==> src/rtl/fram_probe_pkg.sv <==
package fram_probe_pkg;

   localparam logic [7:0] OP_STATUS = 8'h05;
   localparam logic [7:0] OP_IDENT  = 8'h9F;
   localparam logic [7:0] OP_SERIAL = 8'hC3;

   typedef enum logic [1:0] {
      ERR_NONE    = 2'd0,
      ERR_ABSENT  = 2'd1,
      ERR_MFR     = 2'd2,
      ERR_DENSITY = 2'd3
   } probe_err_e;

   typedef enum logic [1:0] {
      PH_STAT,
      PH_IDENT,
      PH_SERIAL
   } probe_phase_e;

   typedef enum logic [2:0] {
      S_IDLE,
      S_SEL,
      S_OPW,
      S_RXGO,
      S_RXW,
      S_DESEL,
      S_EVAL
   } probe_state_e;

endpackage

==> src/rtl/fram_spi_byte.sv <==
module fram_spi_byte #(
   parameter int CLK_DIV = 2
) (
   input  logic       clk,
   input  logic       rst_n,
   input  logic       go,
   input  logic [7:0] tx_byte,
   input  logic       miso,
   output logic       sclk,
   output logic       mosi,
   output logic [7:0] rx_byte,
   output logic       byte_done
);

   localparam int DIV_W = (CLK_DIV > 1) ? $clog2(CLK_DIV) : 1;

   logic       active_q;
   logic       sclk_q;
   logic [2:0] bit_q;
   logic [7:0] tx_q;
   logic [7:0] rx_q;
   logic       done_q;
   logic       tick;

   if (CLK_DIV < 1) begin : g_bad_div
      $error("fram_spi_byte: CLK_DIV must be at least 1");
   end

   generate
      if (CLK_DIV == 1) begin : g_nodiv
         assign tick = active_q;
      end else begin : g_div
         logic [DIV_W-1:0] div_q;
         always_ff @(posedge clk or negedge rst_n) begin
            if (!rst_n) begin
               div_q <= '0;
            end else if (!active_q || div_q == DIV_W'(CLK_DIV - 1)) begin
               div_q <= '0;
            end else begin
               div_q <= div_q + 1'b1;
            end
         end
         assign tick = active_q && (div_q == DIV_W'(CLK_DIV - 1));
      end
   endgenerate

   always_ff @(posedge clk or negedge rst_n) begin
      if (!rst_n) begin
         active_q <= 1'b0;
         sclk_q   <= 1'b0;
         bit_q    <= '0;
         tx_q     <= '0;
         rx_q     <= '0;
         done_q   <= 1'b0;
      end else begin
         done_q <= 1'b0;
         if (!active_q) begin
            if (go) begin
               active_q <= 1'b1;
               tx_q     <= tx_byte;
               bit_q    <= '0;
               sclk_q   <= 1'b0;
            end
         end else if (tick) begin
            if (!sclk_q) begin
               sclk_q <= 1'b1;
               rx_q   <= {rx_q[6:0], miso};
            end else begin
               sclk_q <= 1'b0;
               if (bit_q == 3'd7) begin
                  active_q <= 1'b0;
                  done_q   <= 1'b1;
               end else begin
                  bit_q <= bit_q + 1'b1;
                  tx_q  <= {tx_q[6:0], 1'b0};
               end
            end
         end
      end
   end

   assign sclk      = sclk_q;
   assign mosi      = tx_q[7];
   assign rx_byte   = rx_q;
   assign byte_done = done_q;

endmodule

==> src/rtl/fram_id_decode.sv <==
module fram_id_decode #(
   parameter logic [7:0] MFR_CODE = 8'hC2,
   parameter logic [7:0] DENS_MIN = 8'h21,
   parameter logic [7:0] DENS_MAX = 8'h26,
   parameter int         BASE_KIB = 16,
   parameter int         WIDE_KIB = 64,
   parameter int         CAP_W    = 10
) (
   input  logic [7:0]       mfr_byte,
   input  logic [7:0]       dens_byte,
   input  logic [7:0]       sn_flag_byte,
   output logic             mfr_ok,
   output logic             dens_ok,
   output logic [CAP_W-1:0] cap_kib,
   output logic [1:0]       addr_bytes,
   output logic             want_sn
);

   localparam int SPAN = int'(DENS_MAX) - int'(DENS_MIN);
   localparam int SH_W = (SPAN > 0) ? $clog2(SPAN + 1) : 1;

   if (DENS_MAX < DENS_MIN) begin : g_bad_range
      $error("fram_id_decode: density range is empty");
   end
   if ((BASE_KIB << SPAN) >= (1 << CAP_W)) begin : g_bad_capw
      $error("fram_id_decode: CAP_W too narrow for largest capacity");
   end

   logic [7:0]       dens_off;
   logic [SH_W-1:0]  shamt;

   always_comb begin
      mfr_ok     = (mfr_byte == MFR_CODE);
      dens_ok    = (dens_byte >= DENS_MIN) && (dens_byte <= DENS_MAX);
      dens_off   = dens_byte - DENS_MIN;
      shamt      = dens_off[SH_W-1:0];
      cap_kib    = dens_ok ? (CAP_W'(BASE_KIB) << shamt) : '0;
      addr_bytes = (cap_kib > CAP_W'(WIDE_KIB)) ? 2'd3 : 2'd2;
      want_sn    = (sn_flag_byte != 8'h00);
   end

endmodule

==> src/rtl/fram_probe_seq.sv <==
module fram_probe_seq
   import fram_probe_pkg::*;
#(
   parameter int         CLK_DIV  = 2,
   parameter int         ID_LEN   = 9,
   parameter int         SN_LEN   = 8,
   parameter int         MFR_IDX  = 6,
   parameter int         DENS_IDX = 7,
   parameter int         SNF_IDX  = 8,
   parameter logic [7:0] MFR_CODE = 8'hC2,
   parameter int         CAP_W    = 10
) (
   input  logic                clk,
   input  logic                rst_n,
   input  logic                start,
   output logic                spi_sclk,
   output logic                spi_cs_n,
   output logic                spi_mosi,
   input  logic                spi_miso,
   output logic                done,
   output logic                ok,
   output logic [1:0]          err_code,
   output logic [CAP_W-1:0]    cap_kib,
   output logic [1:0]          addr_bytes,
   output logic [8*SN_LEN-1:0] serial_num
);

   localparam int SN_W   = 8 * SN_LEN;
   localparam int MAXLEN = (ID_LEN > SN_LEN) ? ID_LEN : SN_LEN;
   localparam int IDX_W  = $clog2(MAXLEN + 1);

   if (MFR_IDX >= ID_LEN || DENS_IDX >= ID_LEN || SNF_IDX >= ID_LEN) begin : g_bad_idx
      $error("fram_probe_seq: field index beyond identity length");
   end
   if (SN_LEN < 2) begin : g_bad_sn
      $error("fram_probe_seq: SN_LEN must be at least 2");
   end

   probe_state_e  state_q;
   probe_phase_e  phase_q;
   logic          kick_q;
   logic          cs_n_q;
   logic [IDX_W-1:0] idx_q;
   logic [7:0]    id_mem [ID_LEN];
   logic [7:0]    stat_q;
   logic [SN_W-1:0] sn_sh_q;

   logic          done_q, ok_q;
   logic [1:0]    err_q;
   logic [CAP_W-1:0] cap_q;
   logic [1:0]    addr_q;
   logic [SN_W-1:0] serial_q;

   logic          go;
   logic [7:0]    tx_byte;
   logic [7:0]    rx_byte;
   logic          byte_done;
   logic [7:0]    opcode;
   logic [IDX_W-1:0] last_idx;
   logic          rx_take;

   logic             mfr_ok, dens_ok, want_sn;
   logic [CAP_W-1:0] dec_cap;
   logic [1:0]       dec_addr;

   fram_spi_byte #(.CLK_DIV(CLK_DIV)) u_byte (
      .clk       (clk),
      .rst_n     (rst_n),
      .go        (go),
      .tx_byte   (tx_byte),
      .miso      (spi_miso),
      .sclk      (spi_sclk),
      .mosi      (spi_mosi),
      .rx_byte   (rx_byte),
      .byte_done (byte_done)
   );

   fram_id_decode #(
      .MFR_CODE (MFR_CODE),
      .CAP_W    (CAP_W)
   ) u_dec (
      .mfr_byte     (id_mem[MFR_IDX]),
      .dens_byte    (id_mem[DENS_IDX]),
      .sn_flag_byte (id_mem[SNF_IDX]),
      .mfr_ok       (mfr_ok),
      .dens_ok      (dens_ok),
      .cap_kib      (dec_cap),
      .addr_bytes   (dec_addr),
      .want_sn      (want_sn)
   );

   always_comb begin
      unique case (phase_q)
         PH_STAT:   begin opcode = OP_STATUS; last_idx = '0; end
         PH_IDENT:  begin opcode = OP_IDENT;  last_idx = IDX_W'(ID_LEN - 1); end
         default:   begin opcode = OP_SERIAL; last_idx = IDX_W'(SN_LEN - 1); end
      endcase
      go      = (state_q == S_SEL) || (state_q == S_RXGO);
      tx_byte = (state_q == S_SEL) ? opcode : 8'h00;
      rx_take = (state_q == S_RXW) && byte_done;
   end

   genvar g;
   generate
      for (g = 0; g < ID_LEN; g++) begin : g_idcap
         always_ff @(posedge clk or negedge rst_n) begin
            if (!rst_n) begin
               id_mem[g] <= '0;
            end else if (rx_take && phase_q == PH_IDENT && idx_q == IDX_W'(g)) begin
               id_mem[g] <= rx_byte;
            end
         end
      end
   endgenerate

   always_ff @(posedge clk or negedge rst_n) begin
      if (!rst_n) begin
         stat_q  <= '0;
         sn_sh_q <= '0;
      end else if (rx_take) begin
         if (phase_q == PH_STAT) begin
            stat_q <= rx_byte;
         end else if (phase_q == PH_SERIAL) begin
            sn_sh_q <= {sn_sh_q[SN_W-9:0], rx_byte};
         end
      end
   end

   always_ff @(posedge clk or negedge rst_n) begin
      if (!rst_n) begin
         state_q  <= S_IDLE;
         phase_q  <= PH_STAT;
         kick_q   <= 1'b1;
         cs_n_q   <= 1'b1;
         idx_q    <= '0;
         done_q   <= 1'b0;
         ok_q     <= 1'b0;
         err_q    <= ERR_NONE;
         cap_q    <= '0;
         addr_q   <= '0;
         serial_q <= '0;
      end else begin
         unique case (state_q)
            S_IDLE: begin
               if (kick_q || start) begin
                  kick_q   <= 1'b0;
                  done_q   <= 1'b0;
                  ok_q     <= 1'b0;
                  err_q    <= ERR_NONE;
                  cap_q    <= '0;
                  addr_q   <= '0;
                  serial_q <= '0;
                  phase_q  <= PH_STAT;
                  idx_q    <= '0;
                  cs_n_q   <= 1'b0;
                  state_q  <= S_SEL;
               end
            end
            S_SEL:  state_q <= S_OPW;
            S_OPW:  if (byte_done) state_q <= S_RXGO;
            S_RXGO: state_q <= S_RXW;
            S_RXW: begin
               if (byte_done) begin
                  if (idx_q == last_idx) begin
                     cs_n_q  <= 1'b1;
                     state_q <= S_DESEL;
                  end else begin
                     idx_q   <= idx_q + 1'b1;
                     state_q <= S_RXGO;
                  end
               end
            end
            S_DESEL: state_q <= S_EVAL;
            S_EVAL: begin
               idx_q <= '0;
               unique case (phase_q)
                  PH_STAT: begin
                     if (stat_q[0]) begin
                        done_q  <= 1'b1;
                        err_q   <= ERR_ABSENT;
                        state_q <= S_IDLE;
                     end else begin
                        phase_q <= PH_IDENT;
                        cs_n_q  <= 1'b0;
                        state_q <= S_SEL;
                     end
                  end
                  PH_IDENT: begin
                     if (!mfr_ok) begin
                        done_q  <= 1'b1;
                        err_q   <= ERR_MFR;
                        state_q <= S_IDLE;
                     end else if (!dens_ok) begin
                        done_q  <= 1'b1;
                        err_q   <= ERR_DENSITY;
                        state_q <= S_IDLE;
                     end else if (want_sn) begin
                        phase_q <= PH_SERIAL;
                        cs_n_q  <= 1'b0;
                        state_q <= S_SEL;
                     end else begin
                        cap_q   <= dec_cap;
                        addr_q  <= dec_addr;
                        done_q  <= 1'b1;
                        ok_q    <= 1'b1;
                        state_q <= S_IDLE;
                     end
                  end
                  default: begin
                     cap_q    <= dec_cap;
                     addr_q   <= dec_addr;
                     serial_q <= sn_sh_q;
                     done_q   <= 1'b1;
                     ok_q     <= 1'b1;
                     state_q  <= S_IDLE;
                  end
               endcase
            end
            default: state_q <= S_IDLE;
         endcase
      end
   end

   assign spi_cs_n   = cs_n_q;
   assign done       = done_q;
   assign ok         = ok_q;
   assign err_code   = err_q;
   assign cap_kib    = cap_q;
   assign addr_bytes = addr_q;
   assign serial_num = serial_q;

endmodule

==> config.mk <==
export PLATFORM = sky130hd
export DESIGN_NAME = fram_probe_seq
export DESIGN_NICKNAME = d
export VERILOG_FILES = /design/src/rtl/fram_probe_pkg.sv /design/src/rtl/fram_spi_byte.sv /design/src/rtl/fram_id_decode.sv /design/src/rtl/fram_probe_seq.sv
export SDC_FILE = /design/constraint.sdc
export NUM_CORES = 1
export LEC_CHECK = 0
export BUFFER_PORTS_ARGS = -buffer_cell sky130_fd_sc_hd__buf_2
export CAP_MARGIN = 10
export CORE_ASPECT_RATIO = 1.5
export CORE_MARGIN = 2
export CORE_UTILIZATION = 55
export CTS_CLUSTER_DIAMETER = 60
export CTS_CLUSTER_SIZE = 8
export DETAILED_ROUTE_END_ITERATION = 6
export PLACE_DENSITY = 0.84
export RECOVER_POWER = 100
export SLEW_MARGIN = 15
export SYNTH_ARGS = -nofsm -noshare
export SYNTH_HDL_FRONTEND = slang
export SYNTH_SLANG_ARGS = --single-unit
==> constraint.sdc <==
create_clock -name clk -period 2.75 [get_ports clk]
set_clock_uncertainty 0.05 [all_clocks]
set_input_delay 0.1375 -clock clk [delete_from_list [all_inputs] [get_ports clk]]
set_output_delay 0.1375 -clock clk [all_outputs]
set_load 0.01 [all_outputs]
==> metrics.yaml <==
first_global_vias: 5184
cts_root_buffer: "clkbuf_16"
clock_path_buffers: 2
wl_met1_mm: 6.877
dieArea_sq_mm: 0.01545
wl_per_cell_um: 19.62
layout_commonest_cell: "dfrtp_1"
peakVddDrop_uv: 370.4
syn-instance-count: 575
slew_headroom: -0.2611
area_delta_synth_final_pct: 13.43
hp-class: "in2reg"
grt_max_degree: 78
pwr_density_cell_mw_per_mm2: 768.2
critPathMaxFanout: 8
p_leak_nw: 4.380
grtUsageTotal: 0.2283
drive_above_1_share: 0.2036
cts_tree: "yes"
final_area_sq_mm: 0.009016
initial_core_util: 0.5654
max_freq_ghz: 0.3921
violations: "capacitance limit, slew limit"
final_nets: 664
grt_pass1_wl_mm: 26.92
ys_ff_latch: 198
worst_ep_required_time_ns: 2.99
viasPerCell: 5.884
dr.max_layer_used: "met4"
clk_latency_ns: 0.43
fp-row-count: 53
setup_viol: 0
gp_congestion: 0.8995
drtPass1Iterations: 4
reg2reg_to: "cap_kib[7]"
cts.clk_slew.worst_paths_ns: 0.08
drv_cap: 1
worstMarginPinSlew_ns: 1.892
num_io_pins: 87
period_share: 0.9273
drv_slew: 77
coreArea_sq_mm: 0.01406
drt_wl_total_mm: 16.87
vias: 5060
syn_area_sq_mm: 0.007949
placed_cell_area_sq_mm: 0.008615
hold_viol_final: 0
dpl.cell_count: 826
met2RoutedLength_mm: 8.887
syn-mean-instance-area_sq_um: 13.82
die_x_um: 102.2
drc: 0
postRouteAntennaNets: 0
drtIter0Drc: 342
synth_edf_count: 0
antenna_cells: 0
reg2reg_depth: 5
tns_ns: 0
ys.flop_type: "dfrtp_1"
grt_antenna_before_repair: 0
fin_crit_ns: 2.550
critPathLaunch: "id_mem[16]"
clock_sinks: 198
ys_seq_area_frac: 0.6236
ys_warn_count: 0
crit_type: "reg2reg"
wl_met3_um: 628
port_buffers: 82
grt-ovfl-total: 0
cts_buffers: 17
layout.cells.non_filler: 860
worstSetupEndpointType: "flip-flop"
grt_setup_unrepaired: "false"
holdPathStages: 5
status: "finished, violations left"
final_cell_mix: "dfrtp_1, clkbuf_1, mux2_2"
die_h_um: 151.2
reg2reg_from: "id_mem[16]"
ys_async_sr_fraction: 1.000
dp_hpwl_mm: 11.05
synth.lib_cells_used.distinct: 60
htree_levels: 4
worstPathArrival_ns: 2.79
postCtsSetupBuffers: 0
crit_end: "cap_kib[7]"
worst-r2r-setup-slack_ns: 0.20
cp-start-kind: "flip-flop"
## power by group
group,leakage (nW),total [mW],switching [mW],internal (mW)
registers,2.72,3.45,0.324,3.12
clock network,0.271,2.38,1.18,1.20
logic,1.39,1.10,0.659,0.437
total,4.38,6.93,2.16,4.76
## area by class of cell
cell class,count,area [sq um]
inverters,6,22.52
repair buffers,96,439.2
clock buffers,17,425.4
well taps,192,240.2
clock inverters,15,141.4
fillers,1045,5042
multi-input cells,336,2790
flip-flops and latches,198,4957
## Yosys cell counts (7+ instances only)
| cell type | n | area [sq um] |
|---|---|---|
| nor2_1 | 14 | 52.55 |
| clkbuf_1 | 24 | 90.09 |
| buf_2 | 7 | 35.03 |
| nand3_1 | 8 | 40.04 |
| mux2_2 | 81 | 912.1 |
| a22o_1 | 65 | 569.3 |
| a21oi_1 | 10 | 50.05 |
| nand2_1 | 32 | 120.1 |
| dfrtp_1 | 196 | 4905 |
| nor3_1 | 9 | 45.04 |
| mux2_1 | 17 | 191.4 |
| mux2_4 | 7 | 105.1 |
## per-stage QoR
step | hold WS (ns) | utilization | worst slack (ns) | total power [mW]
after floorplan | -0.2081 | - | 0.6650 | 4.238
after global placement | 0.1306 | 0.6128 | 0.4972 | 4.559
after detailed placement | 0.1371 | 0.6128 | 0.3872 | 4.625
after CTS | 0.2302 | 0.6545 | 0.3457 | 6.993
after global routing | 0.2758 | 0.6413 | 0.05985 | 7.255
final | 0.2262 | 0.6413 | 0.1999 | 6.926
## state kept, by name, indices dropped and copies added (netlist names), 3 cells and up
signal	cells
u_byte.tx_q	8
state_q	3
cap_kib	6
u_byte.bit_q	3
serial_num	64
sn_sh_q	64
u_byte.rx_byte	8
idx_q	4
id_mem	24
## timing repair
| action | 4_1_cts | 5_1_grt |
|---|---|---|
| hold buffers | 2 | 0 |
| hold endpoints to repair | 74 | 0 |
| gates resized for setup | 0 | 0 |
## critical path, stage by stage (launching register included)
cell and delay (ns):
dfrtp_1 0.37, or4b_1 0.53, nor4_1 0.66, a211o_2 0.29, nand3_4 0.13, mux2_1 0.38
## how the worst min path moves through the flow
stage                     startpoint        endpoint  slack, ns
after detailed placement       rst_n  serial_num[62]       0.14
after floorplan                rst_n   addr_bytes[0]      -0.21
after global routing           start      state_q[0]       0.28
after global placement         rst_n     sn_sh_q[63]       0.13
after CTS                      start      state_q[0]       0.23
final                          start      state_q[0]       0.23
## logic make-up after synthesis
kind of cell    share of synthesized area
flops                              0.6236
other cells                     0.0004718
simple gates                      0.07540
buf+inv                           0.02424
mux                                0.1533
compound gates                     0.1140
xor+xnor                         0.001102
fa+ha+maj                        0.007870
## routing by layer
layer / vias to the layer above / GRT usage
met5: - / 0
met4: 0 / 0.09933
met3: 37 / 0.05030
met2: 133 / 0.3888
met1: 2635 / 0.2776
li1: 2255 / -
No activity file was read; power rests on OpenSTA's default activity.
